$ cat src/rtl/iap_pkg.sv
// Package: shared types for the sequenced indirect register port.
// Assumes a two-location host map: pointer at 0, data window at 1.
package iap_pkg;

    // Host bus location decoded from the single address bit.
    typedef enum logic {
        LOC_PTR  = 1'b0,
        LOC_DATA = 1'b1
    } loc_e;

    // Kind of host transfer seen in the current cycle.
    typedef enum logic [1:0] {
        XFER_NONE    = 2'd0,
        XFER_PTR_WR  = 2'd1,
        XFER_DATA_WR = 2'd2,
        XFER_DATA_RD = 2'd3
    } xfer_e;

endpackage

$ cat src/rtl/iap_ptr_reg.sv
// Module: pointer register with sequenced advance.
// Holds the bank address. A direct load takes priority over an advance.
// An advance moves to the smallest member of SEQ_MASK above the current
// value, or wraps to the smallest member. The reset value is that smallest member.
// Assumes SEQ_MASK has at least one bit set.
module iap_ptr_reg #(
    parameter int unsigned PTR_W = 5,
    parameter int unsigned DEPTH = 1 << PTR_W,
    parameter logic [DEPTH-1:0] SEQ_MASK = 32'hFF00_FF0C
) (
    input  logic             clk,
    input  logic             rst_n,
    input  logic             load,
    input  logic [PTR_W-1:0] load_val,
    input  logic             advance,
    output logic [PTR_W-1:0] ptr_q
);

    // Lowest member of the sequence mask.
    function automatic logic [PTR_W-1:0] first_member(input logic [DEPTH-1:0] m);
        logic [PTR_W-1:0] r;
        r = '0;
        for (int i = DEPTH - 1; i >= 0; i--) begin
            if (m[i]) r = PTR_W'(i);
        end
        return r;
    endfunction

    localparam logic [PTR_W-1:0] PTR_RST = first_member(SEQ_MASK);

    // Next member strictly above cur, else wrap to the first member.
    function automatic logic [PTR_W-1:0] next_member(input logic [PTR_W-1:0] cur);
        logic [PTR_W-1:0] r;
        logic found;
        r = '0;
        found = 1'b0;
        for (int i = DEPTH - 1; i >= 0; i--) begin
            if (SEQ_MASK[i] && (i > int'(cur))) begin
                r = PTR_W'(i);
                found = 1'b1;
            end
        end
        return found ? r : PTR_RST;
    endfunction

    logic [PTR_W-1:0] ptr_d;

    // Select the next pointer value from load, advance or hold.
    always_comb begin
        if (load)         ptr_d = load_val;
        else if (advance) ptr_d = next_member(ptr_q);
        else              ptr_d = ptr_q;
    end

    // Pointer state with synchronous active-low reset.
    always_ff @(posedge clk) begin
        if (!rst_n) ptr_q <= PTR_RST;
        else        ptr_q <= ptr_d;
    end

endmodule

$ cat src/rtl/iap_bus_decode.sv
// Module: host bus decode and read mux.
// Classifies each cycle's strobe as a pointer write, a data-window write or
// a data-window read, drives the bank strobes, and selects the read data.
// Assumes single-cycle strobes. A write wins if both strobes are high.
module iap_bus_decode
    import iap_pkg::*;
#(
    parameter int unsigned DATA_W = 8,
    parameter int unsigned PTR_W  = 5
) (
    input  logic              bus_addr,
    input  logic              bus_wr,
    input  logic              bus_rd,
    input  logic [PTR_W-1:0]  ptr_q,
    input  logic [DATA_W-1:0] bank_rdata,
    output logic              ptr_load,
    output logic              ptr_advance,
    output logic              bank_wr,
    output logic              bank_rd,
    output logic [DATA_W-1:0] bus_rdata
);

    localparam int unsigned PAD_W = DATA_W - PTR_W;

    xfer_e xfer;
    loc_e  loc;

    assign loc = loc_e'(bus_addr);

    // Classify the current host transfer.
    always_comb begin
        if (bus_wr)                        xfer = (loc == LOC_PTR) ? XFER_PTR_WR : XFER_DATA_WR;
        else if (bus_rd && loc == LOC_DATA) xfer = XFER_DATA_RD;
        else                               xfer = XFER_NONE;
    end

    // Turn the transfer kind into pointer and bank controls.
    always_comb begin
        ptr_load    = (xfer == XFER_PTR_WR);
        bank_wr     = (xfer == XFER_DATA_WR);
        bank_rd     = (xfer == XFER_DATA_RD);
        ptr_advance = bank_wr || bank_rd;
    end

    // Read mux: zero-extended pointer or bank data.
    always_comb begin
        if (loc == LOC_PTR) bus_rdata = {{PAD_W{1'b0}}, ptr_q};
        else                bus_rdata = bank_rdata;
    end

endmodule

$ cat src/rtl/iap_dma_req.sv
// Module: registered DMA request gate.
// Passes the peripheral request to the DMA engine only while the engine's
// destination is the data window. Adds one register stage.
module iap_dma_req (
    input  logic clk,
    input  logic rst_n,
    input  logic periph_req,
    input  logic dma_dst_sel,
    output logic dma_req
);

    // Gate and register the request.
    always_ff @(posedge clk) begin
        if (!rst_n) dma_req <= 1'b0;
        else        dma_req <= periph_req && dma_dst_sel;
    end

endmodule

$ cat src/rtl/iap_port.sv
// Module: sequenced indirect register port (top).
// Exposes a pointer and a data window on a byte bus. Data-window transfers
// go to the bank register the pointer names, and the pointer then steps through
// the sparse list given by SEQ_MASK. Also gates the DMA request.
// Assumes the bank returns bank_rdata combinationally for bank_addr.
module iap_port #(
    parameter int unsigned DATA_W = 8,
    parameter int unsigned PTR_W  = 5,
    parameter logic [(1 << PTR_W)-1:0] SEQ_MASK = 32'hFF00_FF0C
) (
    input  logic              clk,
    input  logic              rst_n,
    input  logic              bus_addr,
    input  logic              bus_wr,
    input  logic              bus_rd,
    input  logic [DATA_W-1:0] bus_wdata,
    output logic [DATA_W-1:0] bus_rdata,
    output logic [PTR_W-1:0]  bank_addr,
    output logic              bank_wr,
    output logic              bank_rd,
    output logic [DATA_W-1:0] bank_wdata,
    input  logic [DATA_W-1:0] bank_rdata,
    input  logic              periph_req,
    input  logic              dma_dst_sel,
    output logic              dma_req
);

    localparam int unsigned DEPTH = 1 << PTR_W;

    logic             ptr_load;
    logic             ptr_advance;
    logic [PTR_W-1:0] ptr_q;

    iap_bus_decode #(
        .DATA_W (DATA_W),
        .PTR_W  (PTR_W)
    ) u_dec (
        .bus_addr    (bus_addr),
        .bus_wr      (bus_wr),
        .bus_rd      (bus_rd),
        .ptr_q       (ptr_q),
        .bank_rdata  (bank_rdata),
        .ptr_load    (ptr_load),
        .ptr_advance (ptr_advance),
        .bank_wr     (bank_wr),
        .bank_rd     (bank_rd),
        .bus_rdata   (bus_rdata)
    );

    iap_ptr_reg #(
        .PTR_W    (PTR_W),
        .DEPTH    (DEPTH),
        .SEQ_MASK (SEQ_MASK)
    ) u_ptr (
        .clk      (clk),
        .rst_n    (rst_n),
        .load     (ptr_load),
        .load_val (bus_wdata[PTR_W-1:0]),
        .advance  (ptr_advance),
        .ptr_q    (ptr_q)
    );

    iap_dma_req u_dma (
        .clk         (clk),
        .rst_n       (rst_n),
        .periph_req  (periph_req),
        .dma_dst_sel (dma_dst_sel),
        .dma_req     (dma_req)
    );

    assign bank_addr  = ptr_q;
    assign bank_wdata = bus_wdata;

endmodule

$ cat config.mk
export PLATFORM = sky130hd
export DESIGN_NAME = iap_port
export DESIGN_NICKNAME = d
export VERILOG_FILES = /design/src/rtl/iap_pkg.sv /design/src/rtl/iap_ptr_reg.sv /design/src/rtl/iap_bus_decode.sv /design/src/rtl/iap_dma_req.sv /design/src/rtl/iap_port.sv
export SDC_FILE = /design/constraint.sdc
export NUM_CORES = 1
export LEC_CHECK = 0
export ABC_CLOCK_PERIOD_IN_PS = 1400
export BUFFER_PORTS_ARGS = -buffer_cell sky130_fd_sc_hd__buf_2
export CORE_MARGIN = 1
export CORE_UTILIZATION = 36
export CTS_CLUSTER_DIAMETER = 60
export DETAILED_ROUTE_END_ITERATION = 8
export PLACE_DENSITY_LB_ADDON = 0.08
export SLEW_MARGIN = 20
export SYNTH_ARGS = -nofsm -noshare
export SYNTH_HDL_FRONTEND = slang
export SYNTH_HIERARCHICAL = 1
export SYNTH_SLANG_ARGS = --single-unit
$ cat constraint.sdc
create_clock -name clk -period 1.4 [get_ports clk]
set_input_delay 0.28 -clock clk [delete_from_list [all_inputs] [get_ports clk]]
set_output_delay 0.28 -clock clk [all_outputs]
set_load 0.02 [all_outputs]
==> tab_implementation.tex <==
\begin{tabular}{lr}
\hline
Metric & Value \\
\hline
\multicolumn{2}{l}{\textbf{GRT}} \\
\quad Maximum number of pins on one net before global-route repair & 11 \\
\quad Initial antenna violation count & 0 \\
\quad Via count of the first global-routing pass & between 500 and 600 \\
\quad Total gr overflow & 0 \\
\quad Total track usage & between 10\% and 20\% \\
\quad Global-route wire length before repair & around 2100 um \\
\multicolumn{2}{l}{\textbf{Flow run}} \\
\quad Max-Cap Viols & 0 \\
\multicolumn{2}{l}{\textbf{Placed design}} \\
\quad Global placement routability congestion & slightly above 0.8 \\
\quad Post-Place Cell Area & $\sim$710 um2 \\
\quad Placed wire-length estimate after detailed placement & 1060 um \\
\quad Number of port buffers & 40 \\
\multicolumn{2}{l}{\textbf{Detailed routing}} \\
\quad Total wirelength of the detailed-routed design & roughly 1400 um \\
\quad DR vias & 599 \\
\quad Antenna Nets Post-Route & 0 \\
\quad Number of design rule violations left after detail routing & 0 \\
\quad Wire per inst & $\sim$12 um \\
\quad Number of detailed-route iterations in the first pass & 5 \\
\quad First-iteration detailed-routing DRC count & 15 \\
\quad Routed via count divided by cell count & a little over 5 \\
\multicolumn{2}{l}{\textbf{Layout}} \\
\quad Total inserted antenna cells & 0 \\
\quad Most used cells in the layout excluding fill and tap cells & sky130\_fd\_sc\_hd\_\_buf\_2, sky130\_fd\_sc\_hd\_\_a21oi\_1, sky130\_fd\_sc\_hd\_\_o21ai\_0 \\
\quad Relative area change from synthesis to final layout & 41.5\% \\
\quad Fraction of layout cells with a size suffix above 1 & 64.4\% \\
\quad Post-route cell area & 747 um2 \\
\quad Net count of the finished layout & approximately 130 \\
\quad Most common cell after layout, fill and taps aside & sky130\_fd\_sc\_hd\_\_buf\_2 \\
\multicolumn{2}{l}{\textbf{Clocking}} \\
\quad Number of H-tree levels & 1 \\
\quad Post-CTS Hold Buffers & 0 \\
\quad Clock edge transition at the registers on the reported setup and hold paths & 0.04 ns \\
\quad Maximum clock path buffer count & 2 \\
\quad CTS Root Cell & sky130\_fd\_sc\_hd\_\_clkbuf\_4 \\
\quad Insertion delay to the later sink of the worst-skew pair & around 0.25 ns \\
\quad CTS Sinks & 6 \\
\quad CTS buffer count & 3 \\
\quad CTS tree & yes \\
\multicolumn{2}{l}{\textbf{Synthesis}} \\
\quad Share of flip-flops with an asynchronous set or reset after synthesis & 0\% \\
\quad Number of cells produced by synthesis & between 60 and 70 \\
\quad Number of distinct standard cells referenced by the synthesized netlist & 31 \\
\quad Number of enable flip-flop cells after synthesis & 0 \\
\quad Area share of the largest cell type after synthesis & 22.7\% \\
\quad Cell area after synthesis & roughly 530 um2 \\
\quad Per-instance average area after synthesis & approximately 8.4 um2 \\
\quad Share of synthesized area occupied by flip-flops and latches & roughly 23\% \\
\quad Number of warnings printed during yosys synthesis & 6 \\
\quad Synth Net Count & between 80 and 90 \\
\quad Dominant synthesized flop cell & sky130\_fd\_sc\_hd\_\_dfxtp\_1 \\
\quad Flops \& latches, synth & 6 \\
\quad Library cell occupying the most area in the post-synthesis netlist & sky130\_fd\_sc\_hd\_\_dfxtp\_1 \\
\quad Top cells by area, synth & sky130\_fd\_sc\_hd\_\_dfxtp\_1, sky130\_fd\_sc\_hd\_\_buf\_4, sky130\_fd\_sc\_hd\_\_mux2\_4 \\
\multicolumn{2}{l}{\textbf{Floorplan}} \\
\quad Core footprint & around 1300 um2 \\
\quad Die area & between 1500 and 2000 um2 \\
\quad Row count & 13 \\
\quad Overall die height & 40.3 um \\
\quad Starting Density & between 30\% and 40\% \\
\quad Width of the die & between 40 and 50 um \\
\quad I/O pins & 47 \\
\multicolumn{2}{l}{\textbf{STA}} \\
\quad Min Tclk post-route & between 1 and 1.5 ns \\
\quad Ratio of final minimum period to clock period & 95.2\% \\
\quad Fin. max-slew vios & 0 \\
\quad Finish-stage setup viols & 0 \\
\quad Clock Skew & just under 0.005 ns \\
\quad Remaining max-slew budget at the tightest pin & 82.9\% \\
\quad Maximum clock rate & 750 MHz \\
\quad Worst Max-Slew Pin Slew & around 0.25 ns \\
\quad Number of failing hold endpoints at the final stage & 0 \\
\quad RSZ-0062 raised after global routing & false \\
\quad Setup\_tns & 0 ns \\
\multicolumn{2}{l}{\textbf{Setup path}} \\
\quad Top fanout value on the critical path & 9 \\
\quad Setup slack on the worst flop-to-flop path & approximately 0.15 ns \\
\quad Type of origin of the critical path & flip-flop \\
\quad Critical path's largest stage delay & 0.37 ns \\
\quad Required time reported for the critical path endpoint & 1.12 ns \\
\quad Sequence of cells on the critical path & mux2\_2, buf\_2 \\
\quad Category of the most critical setup path & flip-flop to primary output \\
\quad Endpoint type of the worst setup path & primary output \\
\quad Family with the most delay on the worst path & flip-flops \\
\quad Cell at the slowest stage of the critical path & sky130\_fd\_sc\_hd\_\_dfxtp\_1 \\
\quad Combined buffer and inverter count along the critical path & 1 \\
\quad Worst path arrival time & 1.05 ns \\
\multicolumn{2}{l}{\textbf{Min path}} \\
\quad Hold/Removal Path Class & primary input to flip-flop \\
\multicolumn{2}{l}{\textbf{Pwr}} \\
\quad Largest voltage drop on the vdd net & roughly 0.44 mV \\
\quad Power per Cell Area & approximately 820 nW/um2 \\
\quad Leakage power & approximately 0.39 nW \\
\multicolumn{2}{l}{\textbf{Outcome}} \\
\quad Result of the run & complete, no violations \\
\hline
\end{tabular}
kinds of logic (layout without fill, tap and decap cells):
logic type / Yosys count / after routing / share of synthesized area (%)
buf+inv: 12 / 50 / 15.6
compound gates: 19 / 19 / 23.0
mux: 5 / 5 / 12.8
simple gates: 21 / 21 / 25.8
flops: 6 / 6 / 22.7
path summary, 6_finish.rpt:
kind             startpoint        endpoint  cells past startpoint
max          u_ptr/ptr_q[4]    bus_rdata[4]                      2
max reg2reg  u_ptr/ptr_q[2]  u_ptr/ptr_q[4]                      4
min reg2reg  u_ptr/ptr_q[3]  u_ptr/ptr_q[2]                      2
min             dma_dst_sel   u_dma/dma_req                      2
power breakdown:
group / switching [W] / total, W / internal, W
Clock: 0.0000694 / 0.000167 / 0.0000974
Sequential: 0.0000226 / 0.000209 / 0.000186
Combinational: 0.000123 / 0.000235 / 0.000113
Total: 0.000214 / 0.000611 / 0.000396
cells in the mapped netlist, types with 2 or more instances:
master                    instances
sky130_fd_sc_hd__buf_4            8
sky130_fd_sc_hd__a21oi_1          6
sky130_fd_sc_hd__dfxtp_1          6
sky130_fd_sc_hd__o21ai_0          5
sky130_fd_sc_hd__and2_2           4
sky130_fd_sc_hd__inv_1            3
sky130_fd_sc_hd__mux2_4           3
sky130_fd_sc_hd__nand2_1          3
sky130_fd_sc_hd__mux2_2           2
sky130_fd_sc_hd__nand3_1          2
sequential cells by signal (all words and copies together) (netlist names):
| name | flops |
|---|---|
| u_dma/dma_req | 1 |
| u_ptr/ptr_q | 5 |
per-layer routing:
| layer | track usage (%) | wire [um] |
|---|---|---|
| met4 | 4.17 | 4 |
| met3 | 8.33 | 142 |
| met5 | 0 | 0 |
| met2 | 35.1 | 670 |
| met1 | 21.6 | 561 |
stage by stage:
step	hold slack, ns	util, %	setup WS (ns)	std cells	power, W
after floorplan	0.371	-	0.0895	63	0.000369
after global placement	0.503	53.5	0.111	114	0.000441
after detailed placement	0.509	53.5	0.0803	114	0.000441
after CTS	0.249	56.8	0.0157	117	0.000620
after global routing	0.271	56.0	0.00993	116	0.000646
final	0.255	56.0	0.0672	116	0.000611
final cells by class:
type / instances / area (um2)
repair buffers: 44 / 243
clock buffers: 3 / 22.5
multi-input cells: 45 / 325
fillers: 142 / 587
inverters: 3 / 11.3
well taps: 15 / 18.8
flip-flops and latches: 6 / 126
timing repair:
item | CTS | global route
pin swaps | 0 | 0
setup buffers | 1 | 0
gates resized for setup | 8 | 1
endpoints found under the setup margin | 2 | 2
Note: power is estimated with default switching activity, not from simulation.
